[src/rtl/bcs_pkg.sv]
package bcs_pkg;
  localparam int unsigned COL_W_DEF  = 8;
  localparam int unsigned CL_MAX_DEF = 3;
  localparam int unsigned BLC_W      = 3;

  typedef enum logic [BLC_W-1:0] {
    BLC_1    = 3'd0,
    BLC_2    = 3'd1,
    BLC_4    = 3'd2,
    BLC_8    = 3'd3,
    BLC_PAGE = 3'd4
  } blc_e;
endpackage

[src/rtl/bcs_addr_gen.sv]
module bcs_addr_gen #(
  parameter int unsigned COL_W = 8
) (
  input  logic [COL_W-1:0] base_i,
  input  logic [COL_W-1:0] mask_i,
  input  logic [COL_W-1:0] beat_i,
  input  logic             ilv_i,
  input  logic             page_i,
  output logic [COL_W-1:0] col_o
);
  logic [COL_W-1:0] sum;
  logic [COL_W-1:0] hi;

  assign sum = base_i + beat_i;
  assign hi  = base_i & ~mask_i;

  always_comb begin
    if (page_i)     col_o = sum;
    else if (ilv_i) col_o = hi | ((base_i ^ beat_i) & mask_i);
    else            col_o = hi | (sum & mask_i);
  end
endmodule

[src/rtl/bcs_beat_ctrl.sv]
module bcs_beat_ctrl
  import bcs_pkg::*;
#(
  parameter int unsigned COL_W  = 8,
  parameter int unsigned CL_MAX = 3,
  parameter int unsigned CL_W   = $clog2(CL_MAX + 1)
) (
  input  logic             clk_i,
  input  logic             rst_ni,
  input  logic             start_i,
  input  logic [COL_W-1:0] start_col_i,
  input  logic [BLC_W-1:0] bl_code_i,
  input  logic             interleave_i,
  input  logic [CL_W-1:0]  cas_lat_i,
  input  logic             is_read_i,
  input  logic             auto_pre_i,
  input  logic             stop_i,
  output logic             active_o,
  output logic [COL_W-1:0] base_o,
  output logic [COL_W-1:0] mask_o,
  output logic [COL_W-1:0] beat_o,
  output logic             ilv_o,
  output logic             page_o,
  output logic             rd_o,
  output logic [CL_W-1:0]  cl_o,
  output logic             auto_pre_o
);
  logic             ap_q;
  logic             last;
  logic [COL_W-1:0] new_mask;
  logic [CL_W-1:0]  new_cl;

  always_comb begin
    if (bl_code_i[BLC_W-1]) new_mask = '1;
    else new_mask = COL_W'((COL_W'(1) << bl_code_i[1:0]) - COL_W'(1));
  end

  always_comb begin
    if (cas_lat_i == '0)                   new_cl = CL_W'(1);
    else if (cas_lat_i > CL_W'(CL_MAX))    new_cl = CL_W'(CL_MAX);
    else                                   new_cl = cas_lat_i;
  end

  assign last = !page_o && (beat_o == mask_o);

  always_ff @(posedge clk_i or negedge rst_ni) begin
    if (!rst_ni) begin
      active_o   <= 1'b0;
      base_o     <= '0;
      mask_o     <= '0;
      beat_o     <= '0;
      ilv_o      <= 1'b0;
      page_o     <= 1'b0;
      rd_o       <= 1'b0;
      ap_q       <= 1'b0;
      cl_o       <= CL_W'(1);
      auto_pre_o <= 1'b0;
    end else begin
      auto_pre_o <= active_o && !start_i && !stop_i && last && ap_q;
      if (start_i) begin
        active_o <= 1'b1;
        base_o   <= start_col_i;
        mask_o   <= new_mask;
        beat_o   <= '0;
        ilv_o    <= interleave_i;
        page_o   <= bl_code_i[BLC_W-1];
        rd_o     <= is_read_i;
        ap_q     <= auto_pre_i;
        cl_o     <= new_cl;
      end else if (active_o) begin
        if (stop_i || last) active_o <= 1'b0;
        else                beat_o   <= beat_o + COL_W'(1);
      end
    end
  end
endmodule

[src/rtl/bcs_lat_pipe.sv]
module bcs_lat_pipe #(
  parameter int unsigned CL_MAX = 3,
  parameter int unsigned CL_W   = $clog2(CL_MAX + 1)
) (
  input  logic            clk_i,
  input  logic            rst_ni,
  input  logic            vld_i,
  input  logic [CL_W-1:0] cl_i,
  output logic            vld_o
);
  logic [CL_MAX-1:0] stage;

  for (genvar g = 0; g < CL_MAX; g++) begin : g_stage
    always_ff @(posedge clk_i or negedge rst_ni) begin
      if (!rst_ni) stage[g] <= 1'b0;
      else if (g == 0) stage[g] <= vld_i;
      else stage[g] <= stage[(g == 0) ? 0 : g-1];
    end
  end

  always_comb begin
    vld_o = 1'b0;
    for (int i = 0; i < CL_MAX; i++)
      if (cl_i == CL_W'(i + 1)) vld_o = stage[i];
  end
endmodule

[src/rtl/burst_col_seq.sv]
module burst_col_seq
  import bcs_pkg::*;
#(
  parameter int unsigned COL_W  = COL_W_DEF,
  parameter int unsigned CL_MAX = CL_MAX_DEF,
  parameter int unsigned CL_W   = $clog2(CL_MAX + 1)
) (
  input  logic             clk_i,
  input  logic             rst_ni,
  input  logic             start_i,
  input  logic [COL_W-1:0] start_col_i,
  input  logic [BLC_W-1:0] bl_code_i,
  input  logic             interleave_i,
  input  logic [CL_W-1:0]  cas_lat_i,
  input  logic             is_read_i,
  input  logic             auto_pre_i,
  input  logic             stop_i,
  output logic [COL_W-1:0] col_o,
  output logic             col_valid_o,
  output logic             rd_valid_o,
  output logic             auto_pre_o
);
  logic             active;
  logic [COL_W-1:0] base, mask, beat;
  logic             ilv, page, rd;
  logic [CL_W-1:0]  cl;

  bcs_beat_ctrl #(.COL_W(COL_W), .CL_MAX(CL_MAX), .CL_W(CL_W)) u_ctrl (
    .clk_i        (clk_i),
    .rst_ni       (rst_ni),
    .start_i      (start_i),
    .start_col_i  (start_col_i),
    .bl_code_i    (bl_code_i),
    .interleave_i (interleave_i),
    .cas_lat_i    (cas_lat_i),
    .is_read_i    (is_read_i),
    .auto_pre_i   (auto_pre_i),
    .stop_i       (stop_i),
    .active_o     (active),
    .base_o       (base),
    .mask_o       (mask),
    .beat_o       (beat),
    .ilv_o        (ilv),
    .page_o       (page),
    .rd_o         (rd),
    .cl_o         (cl),
    .auto_pre_o   (auto_pre_o)
  );

  bcs_addr_gen #(.COL_W(COL_W)) u_addr (
    .base_i (base),
    .mask_i (mask),
    .beat_i (beat),
    .ilv_i  (ilv),
    .page_i (page),
    .col_o  (col_o)
  );

  bcs_lat_pipe #(.CL_MAX(CL_MAX), .CL_W(CL_W)) u_lat (
    .clk_i  (clk_i),
    .rst_ni (rst_ni),
    .vld_i  (active && rd),
    .cl_i   (cl),
    .vld_o  (rd_valid_o)
  );

  assign col_valid_o = active;
endmodule

[config.mk]
export PLATFORM = sky130hd
export DESIGN_NAME = burst_col_seq
export DESIGN_NICKNAME = d
export VERILOG_FILES = /design/src/rtl/bcs_pkg.sv /design/src/rtl/bcs_addr_gen.sv /design/src/rtl/bcs_beat_ctrl.sv /design/src/rtl/bcs_lat_pipe.sv /design/src/rtl/burst_col_seq.sv
export SDC_FILE = /design/constraint.sdc
export NUM_CORES = 1
export LEC_CHECK = 0
export BUFFER_PORTS_ARGS = -buffer_cell sky130_fd_sc_hd__buf_2
export CORE_MARGIN = 4
export CORE_UTILIZATION = 30
export DETAILED_ROUTE_END_ITERATION = 10
export PLACE_DENSITY = 0.5
export SLEW_MARGIN = 20
export SYNTH_ARGS = -nofsm -noshare
export SYNTH_HDL_FRONTEND = slang
export SYNTH_SLANG_ARGS = --single-unit
[constraint.sdc]
create_clock -name clk_i -period 4.5 [get_ports clk_i]
set_input_delay 0.225 -clock clk_i [delete_from_list [all_inputs] [get_ports clk_i]]
set_output_delay 0.225 -clock clk_i [all_outputs]
set_load 0.1 [all_outputs]
==> impl_metrics.yaml <==
outcome:
  status: "finished clean"
cts:
  root_buffer: "clkbuf_8"
  cts-resized-gates: 0
  post_cts_buffers: 0
  clkSinkCount: 33
  clkLatencyLatePin_ns: 0.28
  cts.clk_slew.worst_paths_ns: 0.07
  clockBufferDepth: 2
  ctsHoldBuffers: 0
  cts_buffers: 5
  htreeDepth: 2
  cts_tree: "yes"
power:
  ir_drop_mv: 0.1534
  power_density_nw_per_um2: 345.9
  p_leak_nw: 1.052
synth:
  synthSimpleGateAreaFrac_pct: 18.76
  synth_edf_count: 0
  yosysMostFrequentCell: "dfrtp_1"
  synthTopCellsByCount: "32 x dfrtp_1, 21 x o21ai_0, 15 x nor2_1, 14 x inv_1"
  ys_warn_count: 0
  syn-instance-count: 213
  syn_nets: 243
  avgSynthCellArea_sq_um: 9.581
  synth_area_leaders: "dfrtp_1 39%, mux2_2 7.2%, ha_1 5.5%, o21ai_0 5.2%, a21oi_1 3.2%"
  synth_compound_area_share_pct: 17.60
  synth_xor_area_share_pct: 2.146
  async_flop_share_pct: 100.0
  ys.flop_type: "dfrtp_1"
  synth-adder-area-share_pct: 6.499
  ys_types: 47
  yosys.area.top_type: "dfrtp_1"
  yosysSeqAreaShare_pct: 40.53
  synth_seq_cells: 33
  synth_top_family_by_area: "simple AND/OR/NAND/NOR gates"
  syn_area_sq_um: 2041
  synth_top_cell_area_share_pct: 39.24
  muxShareOfSynthArea_pct: 9.626
drt:
  drc: 0
  wl_per_cell_microns: 13.90
  firstDrtPassIters: 4
  drtIter0Drc: 57
  via_per_inst: 5.031
  drtAntennaViolNets: 0
  finalWirelength_mm: 4.447
  vias: 1610
timing:
  slew_headroom_pct: 46.55
  whs_ns: 0.009415
  layout_min_cycle_time_ns: 3.153
  period_share_pct: 70.08
  tns_ns: 0
  max_freq_mhz: 317.1
  finalMaxSlewViolations: 0
  hold_viol: 0
  clock_skew_ns: 0.003022
  tightest_slew_ns: 0.7970
  setup_viol: 0
  rsz0062_at_grt: "false"
setup_path:
  crit_path_start_kind: "register"
  crit_type: "register to output pin"
  cp.required_ns: 4.28
  end_kind: "output pin"
  rr_worst_depth: 5
  worstPathArrival_ns: 2.93
  critPathMaxFanout: 8
global_route:
  grt_max_degree: 42
  overflow: 0
  grt.total_usage_pct: 12.16
  grt_first_pass_wirelength_mm: 8.169
  grt_pass1_vias: 1683
  antenna_found_initial: 0
die:
  die-height_microns: 90.48
  die_area_sq_um: 8186
  start_util_pct: 31.60
  die_w_microns: 90.48
  row_count: 29
  num_io_pins: 31
  core_area_sq_um: 6459
placed_design:
  dpl.cell_count: 312
  gp_congestion: 0.7856
  place_area_sq_um: 2247
  hpwl_mm: 3.285
  port_buffers: 30
job:
  drv_cap: 0
cells_and_area:
  area_delta_synth_final_pct: 14.35
  finalInstanceArea_sq_um: 2333
  fin_nets: 272
  fillers: 681
  final_layout_size_suffix_gt1_share_pct: 25.93
  final_cells: 320
  n_antenna_cell: 0
min_path:
  holdCritPathClass: "input port to async pin"
-- power breakdown --
group | total (mW) | internal (mW) | switching (mW) | leakage [nW]
clock | 0.216 | 0.107 | 0.110 | 0.0439
sequential | 0.345 | 0.319 | 0.0256 | 0.403
combinational | 0.246 | 0.0669 | 0.179 | 0.604
-- stage by stage --
step	util, %	total power, mW	setup WS (ns)
floorplan	-	0.5495	0.8395
global placement	34.79	0.5993	1.725
detailed placement	34.79	0.5995	1.674
CTS	36.13	0.8221	1.356
global route	36.13	0.8596	1.175
finish	36.13	0.8072	1.347
-- cell families (layout without fill, tap and decap cells) --
logic type,after synthesis,count (layout)
XOR/XNOR,5,5
flip-flops,33,33
buffers and inverters,22,52
AO/OA/AOI/OAI,56,56
adder cells (fa/ha/maj),10,10
multiplexers,17,17
AND/OR/NAND/NOR,70,70
-- worst max-delay path, stage by stage (launching register included) --
cell      delay (ns)
dfrtp_1         0.49
ha_1            0.24
inv_1           0.06
fa_1            0.40
nor2b_1         0.12
o21ai_0         0.18
a221oi_1        0.34
nor4bb_1        0.11
nor4_2          0.23
buf_2           0.46
-- cell type report --
class	instances	area (sq um)	area share, %
timing repair buffer	30	150.1	6.434
clock buffer	5	68.82	2.949
inverter	14	52.55	2.252
sequential	33	827.0	35.44
multi-input combinational	158	1121	48.04
clock inverter	3	17.52	0.7507
tap	77	96.34	4.129
-- worst paths after layout --
check	from	end	slack (ns)
worst min-delay path	rst_ni	u_ctrl.ap_q	0.009
worst min register to register	u_lat.stage[1]	u_lat.stage[2]	0.38
worst max register to register	u_ctrl.mask_o[3]	u_ctrl.beat_o[6]	2.22
worst max-delay path	u_ctrl.beat_o[0]	col_o[6]	1.35
max in group asynchronous	rst_ni	u_ctrl.mask_o[3]	4.02
min in group clk_i	cas_lat_i[1]	u_ctrl.cl_o[0]	0.11
-- sequential cells by signal, summed over array words and instances (netlist names) --
signal	cells
u_ctrl.base_o	8
u_ctrl.beat_o	8
u_ctrl.mask_o	7
u_lat.stage	3
u_ctrl.cl_o	2
u_ctrl.active_o	1
u_ctrl.ap_q	1
u_ctrl.auto_pre_o	1
u_ctrl.ilv_o	1
u_ctrl.rd_o	1
-- per-layer routing --
metal | track usage [%] | share of wire [%] | routed length, microns | vias to the layer above
li1 | - | - | - | 826
met1 | 15.99 | 49 | 2188 | 760
met2 | 19.64 | 47 | 2091 | 20
met3 | 2.667 | 2.9 | 129 | 4
met4 | 4.209 | 0.83 | 37 | 0
met5 | 0 | 0 | 0 | -
-- cells in the final DEF (no fill, tap or decap), types with 6 or more instances in the layout --
cell type	instances
a21oi_1	13
nor2_1	15
o21ai_0	21
mux2_2	13
inv_1	14
nand2b_1	7
ha_1	9
nand2_1	9
dfrtp_1	32
or3_1	6
buf_2	30
No activity file was read; power rests on OpenSTA's default activity.
